**src/rtl/vfifo_pkg.sv**
```systemverilog
package vfifo_pkg;

    typedef enum logic [1:0] {
        FS_EMPTY = 2'd0,
        FS_INUSE = 2'd1,
        FS_FULL  = 2'd2
    } fifo_level_e;

    typedef struct packed {
        logic fill;
        logic byte_acc;
    } xfer_flags_t;

endpackage

```
**src/rtl/vfifo_level.sv**
```systemverilog
module vfifo_level
    import vfifo_pkg::*;
#(
    parameter int unsigned TOT_W    = 11,
    parameter int unsigned FULL_LVL = 4
) (
    input  logic [TOT_W-1:0] total,
    output fifo_level_e      level
);

    localparam logic [TOT_W-1:0] FULL_T = TOT_W'(FULL_LVL);

    always_comb begin
        if (total == '0)
            level = FS_EMPTY;
        else if (total >= FULL_T)
            level = FS_FULL;
        else
            level = FS_INUSE;
    end

endmodule

```
**src/rtl/vfifo_cpu_hold.sv**
```systemverilog
module vfifo_cpu_hold #(
    parameter int unsigned TOT_W    = 11,
    parameter int unsigned FULL_LVL = 4
) (
    input  logic             clk,
    input  logic             rst_n,
    input  logic             cpu_wr,
    input  logic [TOT_W-1:0] total_next,
    input  logic             rd_req,
    input  logic             slot_tick,
    output logic             cpu_stall,
    output logic             rd_grant
);

    localparam logic [TOT_W-1:0] FULL_T = TOT_W'(FULL_LVL);

    typedef struct packed {
        logic wr_wait;
        logic rd_wait;
        logic grant;
    } hold_t;

    hold_t hold_d, hold_q;

    always_comb begin
        hold_d         = hold_q;
        hold_d.grant   = hold_q.rd_wait & slot_tick;
        hold_d.rd_wait = (hold_q.rd_wait & ~slot_tick) | rd_req;
        hold_d.wr_wait = (hold_q.wr_wait | cpu_wr) & (total_next >= FULL_T);
    end

    always_ff @(posedge clk) begin
        if (!rst_n)
            hold_q <= '0;
        else
            hold_q <= hold_d;
    end

    assign cpu_stall = hold_q.wr_wait | hold_q.rd_wait;
    assign rd_grant  = hold_q.grant;


    rd_stall_chk: assert property (@(posedge clk) disable iff (!rst_n)
        rd_req |=> cpu_stall);


    grant_after_tick_chk: assert property (@(posedge clk) disable iff (!rst_n)
        rd_grant |-> $past(slot_tick));


    wr_stall_chk: assert property (@(posedge clk) disable iff (!rst_n)
        (cpu_wr && total_next >= FULL_T) |=> cpu_stall);

endmodule

```
**src/rtl/vfifo_slot_sched.sv**
```systemverilog
module vfifo_slot_sched
    import vfifo_pkg::*;
#(
    parameter int unsigned DEPTH    = 8,
    parameter int unsigned CNT_W    = 8,
    parameter int unsigned FULL_LVL = 4,
    localparam int unsigned IDX_W   = $clog2(DEPTH),
    localparam int unsigned LEN_W   = $clog2(DEPTH + 1),
    localparam int unsigned TOT_W   = $clog2(DEPTH * (2 ** CNT_W) + 1)
) (
    input  logic             clk,
    input  logic             rst_n,
    input  logic             enq_valid,
    input  logic [CNT_W-1:0] enq_count,
    input  logic             enq_byte,
    input  logic             enq_fill,
    input  logic             enq_cpu,
    input  logic             slot_tick,
    input  logic             rd_req,
    output logic [1:0]       fifo_state,
    output logic [TOT_W-1:0] pending_total,
    output logic [LEN_W-1:0] queue_len,
    output logic             cpu_stall,
    output logic             fill_active,
    output logic             rd_grant
);

    localparam int unsigned REM_W = CNT_W + 1;
    localparam logic [LEN_W-1:0] DEPTH_L = LEN_W'(DEPTH);

    typedef struct packed {
        logic [CNT_W-1:0] count;
        xfer_flags_t      flags;
    } entry_t;

    typedef struct packed {
        entry_t [DEPTH-1:0] ring;
        logic [IDX_W-1:0]   head;
        logic [LEN_W-1:0]   len;
        logic [REM_W-1:0]   rem;
        logic [TOT_W-1:0]   total;
        logic               fill_act;
    } sched_t;

    // slots an entry costs: count, doubled for byte-wide access
    function automatic logic [REM_W-1:0] slot_budget(input entry_t e);
        return REM_W'(e.count) << e.flags.byte_acc;
    endfunction

    // writes retired when `used` slots are spent out of `rem` remaining
    function automatic logic [TOT_W-1:0] writes_done(
        input logic [REM_W-1:0] rem,
        input logic [REM_W-1:0] used,
        input logic             byte_acc
    );
        logic [REM_W:0] sum;
        sum = {1'b0, used} + {{REM_W{1'b0}}, (rem[0] & byte_acc)};
        if (byte_acc)
            sum = sum >> 1;
        return TOT_W'(sum);
    endfunction

    sched_t           st_d, st_q;
    entry_t           hd_e, new_e;
    logic [IDX_W-1:0] tail;
    logic             accept, kill_fill;

    always_comb begin
        st_d      = st_q;
        hd_e      = st_q.ring[st_q.head];
        new_e     = '0;
        tail      = '0;
        accept    = 1'b0;
        kill_fill = 1'b0;

        // step 1: one slot on the existing head
        if (slot_tick && st_d.len != '0) begin
            hd_e       = st_d.ring[st_d.head];
            st_d.total = st_d.total - writes_done(st_d.rem, REM_W'(1), hd_e.flags.byte_acc);
            st_d.rem   = st_d.rem - REM_W'(1);
            if (st_d.rem == '0) begin
                if (hd_e.flags.fill)
                    st_d.fill_act = 1'b0;
                st_d.head = st_d.head + IDX_W'(1);
                st_d.len  = st_d.len - LEN_W'(1);
                st_d.rem  = (st_d.len != '0) ? slot_budget(st_d.ring[st_d.head]) : '0;
            end
        end

        // step 2: append the new request
        accept = enq_valid && (enq_count != '0) && (st_d.len < DEPTH_L);
        if (accept) begin
            new_e.count          = enq_count;
            new_e.flags.byte_acc = enq_byte;
            new_e.flags.fill     = enq_fill & ~enq_cpu;
            if (st_d.total == '0)
                st_d.rem = slot_budget(new_e);
            tail            = st_d.head + st_d.len[IDX_W-1:0];
            st_d.ring[tail] = new_e;
            st_d.len        = st_d.len + LEN_W'(1);
            st_d.total      = st_d.total + TOT_W'(enq_count);
            if (new_e.flags.fill)
                st_d.fill_act = 1'b1;
        end

        // step 3: a CPU write cuts a running fill short
        kill_fill = enq_valid && enq_cpu && (st_d.len != '0)
                    && st_d.ring[st_d.head].flags.fill;
        if (kill_fill) begin
            hd_e          = st_d.ring[st_d.head];
            st_d.total    = st_d.total - writes_done(st_d.rem, st_d.rem, hd_e.flags.byte_acc);
            st_d.fill_act = 1'b0;
            st_d.head     = st_d.head + IDX_W'(1);
            st_d.len      = st_d.len - LEN_W'(1);
            st_d.rem      = (st_d.len != '0) ? slot_budget(st_d.ring[st_d.head]) : '0;
        end
    end

    always_ff @(posedge clk) begin
        if (!rst_n)
            st_q <= '0;
        else
            st_q <= st_d;
    end

    fifo_level_e level;

    vfifo_level #(
        .TOT_W    (TOT_W),
        .FULL_LVL (FULL_LVL)
    ) u_level (
        .total (st_q.total),
        .level (level)
    );

    vfifo_cpu_hold #(
        .TOT_W    (TOT_W),
        .FULL_LVL (FULL_LVL)
    ) u_hold (
        .clk        (clk),
        .rst_n      (rst_n),
        .cpu_wr     (enq_valid & enq_cpu),
        .total_next (st_d.total),
        .rd_req     (rd_req),
        .slot_tick  (slot_tick),
        .cpu_stall  (cpu_stall),
        .rd_grant   (rd_grant)
    );

    assign fifo_state    = level;
    assign pending_total = st_q.total;
    assign queue_len     = st_q.len;
    assign fill_active   = st_q.fill_act;


    idle_hold_chk: assert property (@(posedge clk) disable iff (!rst_n)
        (!enq_valid && !slot_tick) |=> ($stable(st_q.total) && $stable(st_q.len)));


    ring_full_drop_chk: assert property (@(posedge clk) disable iff (!rst_n)
        (enq_valid && !enq_cpu && !slot_tick && st_q.len == DEPTH_L)
            |=> (st_q.len == DEPTH_L && $stable(st_q.total)));


    empty_consistent_chk: assert property (@(posedge clk) disable iff (!rst_n)
        (st_q.total == '0) == (st_q.len == '0));


    fill_cut_chk: assert property (@(posedge clk) disable iff (!rst_n)
        (enq_valid && enq_cpu && st_q.len != '0 && st_q.ring[st_q.head].flags.fill)
            |=> !st_q.fill_act);


    len_step_chk: assert property (@(posedge clk) disable iff (!rst_n)
        1'b1 |=> (st_q.len <= $past(st_q.len) + LEN_W'(1)));

endmodule

```
**config.mk**
```make
export PLATFORM = sky130hd
export DESIGN_NAME = vfifo_slot_sched
export DESIGN_NICKNAME = d
export VERILOG_FILES = /design/src/rtl/vfifo_pkg.sv /design/src/rtl/vfifo_level.sv /design/src/rtl/vfifo_cpu_hold.sv /design/src/rtl/vfifo_slot_sched.sv
export SDC_FILE = /design/constraint.sdc
export NUM_CORES = 1
export LEC_CHECK = 0
export ABC_AREA = 1
export BUFFER_PORTS_ARGS = -buffer_cell sky130_fd_sc_hd__buf_2
export CAP_MARGIN = 20
export CELL_PAD_IN_SITES_DETAIL_PLACEMENT = 1
export CELL_PAD_IN_SITES_GLOBAL_PLACEMENT = 2
export CORE_MARGIN = 2
export CORE_UTILIZATION = 31
export CTS_CLUSTER_SIZE = 24
export DETAILED_ROUTE_END_ITERATION = 12
export HOLD_SLACK_MARGIN = 0.1
export PLACE_DENSITY_LB_ADDON = 0.1
export SYNTH_ARGS = -nofsm -noshare
export SYNTH_HDL_FRONTEND = slang
export SYNTH_SLANG_ARGS = --single-unit
```
**constraint.sdc**
```tcl
create_clock -name clk -period 7 [get_ports clk]
set_clock_uncertainty 0.05 [all_clocks]
set_input_delay 0.35 -clock clk [delete_from_list [all_inputs] [get_ports clk]]
set_output_delay 0.35 -clock clk [all_outputs]
set_load 0.1 [all_outputs]
```
== Yosys cells after proc, flatten, opt, wreduce, memory -nomap -nowiden ==
Cells that the tools add are included.

* Register bits after elaboration: 112
* Output and inout bits: 21

* Shift-type cells: 3
* Magnitude comparators: 9
* Bitwise logic cells: 13
* Reduce and logical (&&, ||, !) cells: 16
* $add $sub $neg: 12
* Multiplexer cells: 28

{| class="wikitable"
|+ Operator list
! operator !! number
|-
| 10-bit binary-select mux with 3-bit select || 4
|-
| 80-bit bitwise mux || 1
|-
| 80-bit 2-to-1 mux || 1
|-
| 10-bit 2-to-1 mux || 6
|-
| 29-bit 2-to-1 mux || 2
|-
| 10-bit demux with 3-bit select || 1
|-
| 9-bit 2-to-1 mux || 3
|-
| 8-bit by 1-bit << shifter with 9-bit output || 3
|-
| 26-bit 2-to-1 mux || 1
|-
| 12-bit by 3-bit greater-or-equal comparator with 1-bit output, second input constant || 2
|-
| 12-bit zero test || 2
|-
| 12-bit by 10-bit subtractor with 12-bit output || 2
|-
| 3-bit by 4-bit less-than comparator with 1-bit output, second input constant || 5
|-
| 16-bit 2-to-1 mux || 1
|-
| 4-bit nonzero test || 4
|-
| 12-bit by 8-bit adder with 12-bit output || 1
|-
| 9-bit by 1-bit adder with 10-bit output || 1
|-
| 2-bit 2-to-1 mux || 5
|-
| 9-bit zero test || 1
|-
| 9-bit by 1-bit subtractor with 9-bit output, second input constant || 1
|-
| 8-bit nonzero test || 1
|-
| 4-bit by 1-bit subtractor with 4-bit output, second input constant || 2
|-
| 1-bit bitwise AND || 7
|-
| 1-bit logical AND || 7
|-
| other kinds (10) || 17
|}

== Logic depth before layout (Yosys ltp) ==
* Depth in word-level cells: 25
* Mapped depth: 54

== Modules after synthesis ==
Synthesis repeated with hierarchy kept, for this count alone.

* Cells, all modules: 1421
* Area, all modules: 8897.3 µm²

{| class="wikitable"
|+ Modules (own cells, without submodules)
! module !! cells an instance !! instances !! area an instance (µm²)
|-
| vfifo_slot_sched || 1392 || 1 || 8728.4
|-
| vfifo_cpu_hold || 19 || 1 || 126.4
|-
| vfifo_level || 10 || 1 || 42.5
|}

== Worst setup path after synthesis ==
No wires, ideal clock.

* Path kind: reg2reg
* From: reg st_q[13] in the netlist's numbering
* To: reg u_hold.hold_q[2] in the netlist's numbering
* Setup time: 112 ps
* Data arrival time: 7072 ps
* Cell stages (with the launch flop): 50
* Buffers on the path: 4
* Path slack: -233 ps
* Cells stage by stage: dfxtp_1 inv_1 ha_1 xnor2_1 nand2_1 nor2_2 nand2_2 nor2_4 nand3_4 xor2_1 clkbuf_1 clkbuf_1 ha_1 inv_1 fa_1 buf_2 inv_1 nand3_2 [... 14 more ...] nand2_1 nor2_1 a211oi_1 o21ai_0 a21oi_1 o21bai_1 a21oi_1 o21bai_1 nand2_1 nand2_1 nor2_1 xor2_1 nand4_1 nand2_1 nor2_1 nand3_1 nor2_1 nor2_1

* Word-level cells in the longest chain between the ends: 21

{| class="wikitable"
|+ RTL lines
! what !! line !! text
|-
| start: declaration || vfifo_slot_sched.sv:63 || <nowiki>sched_t st_d, st_q;</nowiki>
|-
| start signal: assignment || vfifo_slot_sched.sv:123 || <nowiki>st_q <= st_d;</nowiki>
|-
| 9-bit by 1-bit subtractor with 9-bit output || vfifo_slot_sched.sv:80 || <nowiki>st_d.rem = st_d.rem - REM_W'(1);</nowiki>
|-
| 9-bit zero test || vfifo_slot_sched.sv:81 || <nowiki>if (st_d.rem == '0) begin</nowiki>
|-
| 16-bit 2-to-1 mux || vfifo_slot_sched.sv:81 ||
|-
| 29-bit 2-to-1 mux * || vfifo_slot_sched.sv:77 || <nowiki>if (slot_tick && st_d.len != '0) begin</nowiki>
|-
| 3-bit adder || vfifo_slot_sched.sv:98 || <nowiki>tail = st_d.head + st_d.len[IDX_W-1:0];</nowiki>
|-
| 3-bit by 4-bit less-than comparator with 1-bit output (implied by the code) / 3-bit by 1-bit greater-or-equal comparator with 1-bit output (equally long branches) || vfifo_slot_sched.sv:99 || <nowiki>st_d.ring[tail] = new_e;</nowiki>
|-
| 1-bit logical AND (implied by the code) || vfifo_slot_sched.sv:99 ||
|-
| 10-bit 2-to-1 mux (implied by the code) || vfifo_slot_sched.sv:99 ||
|-
| [... 5 more ...] || - ||
|-
| 1-bit bitwise AND || vfifo_slot_sched.sv:57 || <nowiki>sum = {1'b0, used} + {{REM_W{1'b0}}, (rem[0] & byte_acc)};</nowiki>
|-
| 9-bit by 1-bit adder with 10-bit output || vfifo_slot_sched.sv:57 ||
|-
| 10-bit 2-to-1 mux || vfifo_slot_sched.sv:58 || <nowiki>if (byte_acc)</nowiki>
|-
| 10-bit 2-to-1 mux || vfifo_slot_sched.sv:109 || <nowiki>if (kill_fill) begin</nowiki>
|-
| 12-bit by 10-bit subtractor with 12-bit output || vfifo_slot_sched.sv:111 || <nowiki>st_d.total = st_d.total - writes_done(st_d.rem, st_d.rem, hd_e.flags.byte_acc);</nowiki>
|-
| 29-bit 2-to-1 mux * || vfifo_slot_sched.sv:109 ||
|-
| 12-bit by 3-bit greater-or-equal comparator with 1-bit output * || vfifo_cpu_hold.sv:29 || <nowiki>hold_d.wr_wait = (hold_q.wr_wait | cpu_wr) & (total_next >= FULL_T);</nowiki>
|-
| 1-bit bitwise AND * || vfifo_cpu_hold.sv:29 ||
|-
| end signal: assignment || vfifo_cpu_hold.sv:36 || <nowiki>hold_q <= hold_d;</nowiki>
|-
| end: declaration || vfifo_cpu_hold.sv:23 || <nowiki>hold_t hold_d, hold_q;</nowiki>
|}

Mark *: on every way between the ends. The rest lies on a longest branch, timed or not. The select of a mux whose other input is x is not followed.
A chain may end at the register's enable or synchronous reset.

== Final worst setup path ==
* From: reg st_q[14] in the netlist's numbering
* To: reg u_hold.hold_q[2] in the netlist's numbering

Same word-level chain as after synthesis.

==> impl_metrics.csv <==
group,metric,value,unit
floorplanning,core_region_area,27710,um2
power,powerDensity,448.9,nW/um2
clock_network,cts.clk_slew.worst_paths,0.09,ns
power,p_leak,4.509,nW
timing,hold_viol,0,
worst_hold_path,min_path_type,"in2reg",
setup_path,critPathKind,"reg2reg",
detailed_routing,antenna_left,0,
run,cap_violations,0,
timing,max_freq,0.1517,GHz
setup_path,critical_path_buf_inv_count,6,
status,status,"complete, no violations",
yosys,synth-simple-area-share,32.08,%
clock_network,clkLatencyLatePin,0.38,ns
yosys,synth-xor-area-share,3.931,%
power,p_sw,2.416,mW
floorplanning,die_width,171.4,um
yosys,synth_top_family_by_area,"simple AND/OR/NAND/NOR gates",
yosys,synth_edf_count,0,
yosys,synth_seq_cells,112,
setup_path,cp-start-kind,"register",
setup_path,crit_required,7.26,ns
setup_path,arrival,6.85,ns
global_routing,overflow,0,
yosys,ys.flop_type,"dfxtp_1",
clock_network,cts_buffers,9,
layout,nets,1493,
power,internal_power,2.153,mW
power,power,4.569,mW
timing,setup_viol,0,
yosys,synth_area_per_cell,6.243,um2
floorplanning,rows,61,
power,switching_share,52.87,%
detailed_routing,drc,0,
yosys,syn_area,8690,um2
setup_path,crit_fanout,5,
global_routing,grt_max_degree,63,
clock_network,root_buffer,"clkbuf_16",
global_routing,antenna_found_initial,0,
clock_network,cts_tree,"built",
power,ir_drop,133.2,uV
yosys,synth_compound_area_share,21.25,%
place,io_buffers,36,
setup_path,crit_slowest_cell,"fa_2",
detailed_routing,vias,9341,
detailed_routing,viasPerCell,5.121,
global_routing,grt_pass1_vias,9107,
setup_path,path_delay_family,"simple AND/OR/NAND/NOR gates",
clock_network,cts_hold_buf,0,
detailed_routing,wirelength,35240,um
yosys,synth_fa_ha_area_share,5.529,%
setup_path,critPathMaxStageDelay,0.62,ns
power,seqPwrFrac,18.2,%
floorplanning,io_pins,37,
clock_network,h-tree-depth,3,
yosys,synth.mux.area_fraction,0,%
clock_network,clk_path_buf_depth,2,
detailed_routing,dr.pass1.iters,4,
layout,diodes,0,
timing,fin_crit,6.591,ns
global_routing,grt_pass1_wl,53830,um
layout,area_delta_synth_final,17.13,%
floorplanning,fp.dieH,171.4,um
timing,setup_tns,0,ns
yosys,ys_types,52,
global_routing,track_usage,24.15,%
place,place_congestion,0.8759,
timing,post-route-period-util,94.16,%
timing,final-max-slew-violation-count,0,
floorplanning,dieArea,29390,um2
yosys,yosysSeqAreaShare,25.80,%
yosys,yosys_warnings,0,
clock_network,clock_sinks,112,
yosys,async_flop_share,0,%
floorplanning,start_util,31.36,%
timing,relSlewSlack,49.69,%
detailed_routing,drt_iter0_markers,508,
detailed_routing,wl_per_cell,19.32,um
power,clockPowerShare,13.0,%
power,p_comb_share,68.8,%
setup_path,end_kind,"register",
place,place_hpwl,26000,um
yosys,netlist_instances,1392,
layout,drive_gt1_share,16.18,%
timing,worst_slew_pin_slew,0.7523,ns
[metal layers]
layer,vias to the layer above,GRT usage [%],part of all wire [%]
met5,-,0,0
met1,4513,33.05,49
met2,142,41.40,47
li1,4661,-,-
met4,0,4.827,1.3
met3,25,2.163,2.7
[final cells by class]
class,instances,area [um2]
clock inverters,6,83.83
multi-input cells,1045,5737
flip-flops and latches,112,2253
clock buffers,10,239.0
fillers,3622,17530
repair buffers,114,784.5
well taps,378,473.0
inverters,159,608.1
[flip-flops by register name, indices dropped and copies added (netlist names)]
register,flops
u_hold.hold_q,2
fill_active,1
st_q,92
queue_len,4
u_hold.rd_grant,1
pending_total,12
[placed cells by master (no fill, tap or decap), types with 5 or more instances in the layout]
| cell | count |
|---|---|
| o21ai_0 | 139 |
| nor2_1 | 167 |
| o21ai_1 | 18 |
| nand3_4 | 8 |
| clkbuf_16 | 9 |
| o21ai_2 | 6 |
| nand2_2 | 11 |
| nand4_1 | 29 |
| nand3_2 | 6 |
| ha_1 | 29 |
| buf_4 | 74 |
| nand2_1 | 311 |
| a21oi_1 | 95 |
| xor2_1 | 23 |
| o211ai_1 | 13 |
| o22ai_1 | 8 |
| xnor2_1 | 10 |
| dfxtp_1 | 105 |
| o21a_1 | 14 |
| inv_1 | 140 |
| buf_2 | 36 |
| nor3_1 | 5 |
| nor2_4 | 5 |
| a31oi_1 | 7 |
| nand3_1 | 65 |
| nor2_2 | 8 |
| dfxtp_2 | 6 |
| inv_2 | 12 |
[stage by stage]
step	instance area, um2	std cells	utilization [%]	hold WS (ns)	worst slack (ns)
after global placement	9314	1774	33.62	0.4011	0.1362
final	10180	1824	36.74	0.1410	0.4089
after detailed placement	9314	1774	33.62	0.4032	-0.05259
after CTS	9651	1790	34.83	0.1361	0.005597
after global routing	10180	1824	36.74	0.1481	-0.1589
after floorplan	8706	1394	-	0.3789	0.02398
[Yosys cell counts (14+ instances only)]
library cell  count  area, um2
a21oi_1          98      490.5
clkbuf_1         45      168.9
dfxtp_1         112       2242
nor2_1          171      641.9
buf_4            17      127.6
ha_1             32      400.4
nand2_1         320       1201
xor2_1           28      245.2
nand4_1          29      181.4
o21ai_1          15      75.07
nand3_1          69      345.3
o21ai_0         148      740.7
o21a_1           14      105.1
inv_1           150      563.0
[kinds of logic after synthesis]
logic type,count (synthesis)
other cells,1
xor+xnor,39
simple gates,636
flops,112
fa+ha+maj,36
compound gates,331
buf+inv,237
[timing repair]
item                                    4_1_cts  5_1_grt
buffers inserted                              0       34
hold endpoints to repair                      0        0
pin swaps                                     0       40
endpoints found under the setup margin        1        6
resized for setup                             5       80
[power groups by stage]
stage / combinational, mW / sequential (mW) / clock [mW]
6_report: 3.14 / 0.831 / 0.595
5_1_grt: 3.48 / 0.844 / 0.633
4_1_cts: 2.76 / 0.821 / 0.616
3_5_place_dp: 2.73 / 0.836 / 0
3_3_place_gp: 2.72 / 0.834 / 0
2_1_floorplan: 2.08 / 0.808 / 0
[worst paths after layout]
path	endpoint	slack, ns	startpoint	cells past startpoint
worst max register to register	u_hold.hold_q[2]	0.41	st_q[14]	43
worst max-delay path	u_hold.hold_q[2]	0.41	st_q[14]	43
worst min-delay path	u_hold.hold_q[1]	0.14	rd_req	3
worst min register to register	u_hold.rd_grant	0.40	u_hold.hold_q[1]	2
[worst reg2reg max path: cells and delay by family, from the launching register on]
kind                       cells  cell delay (ns)
DFF                            1             0.38
adders and majority gates      5             1.48
and+or+nand+nor               19             1.95
AOI/OAI and AO/OA              9             1.46
buffers and inverters          6             0.53
xor gates and xnor gates       4             0.68
Note: power is estimated with default switching activity, not from simulation.
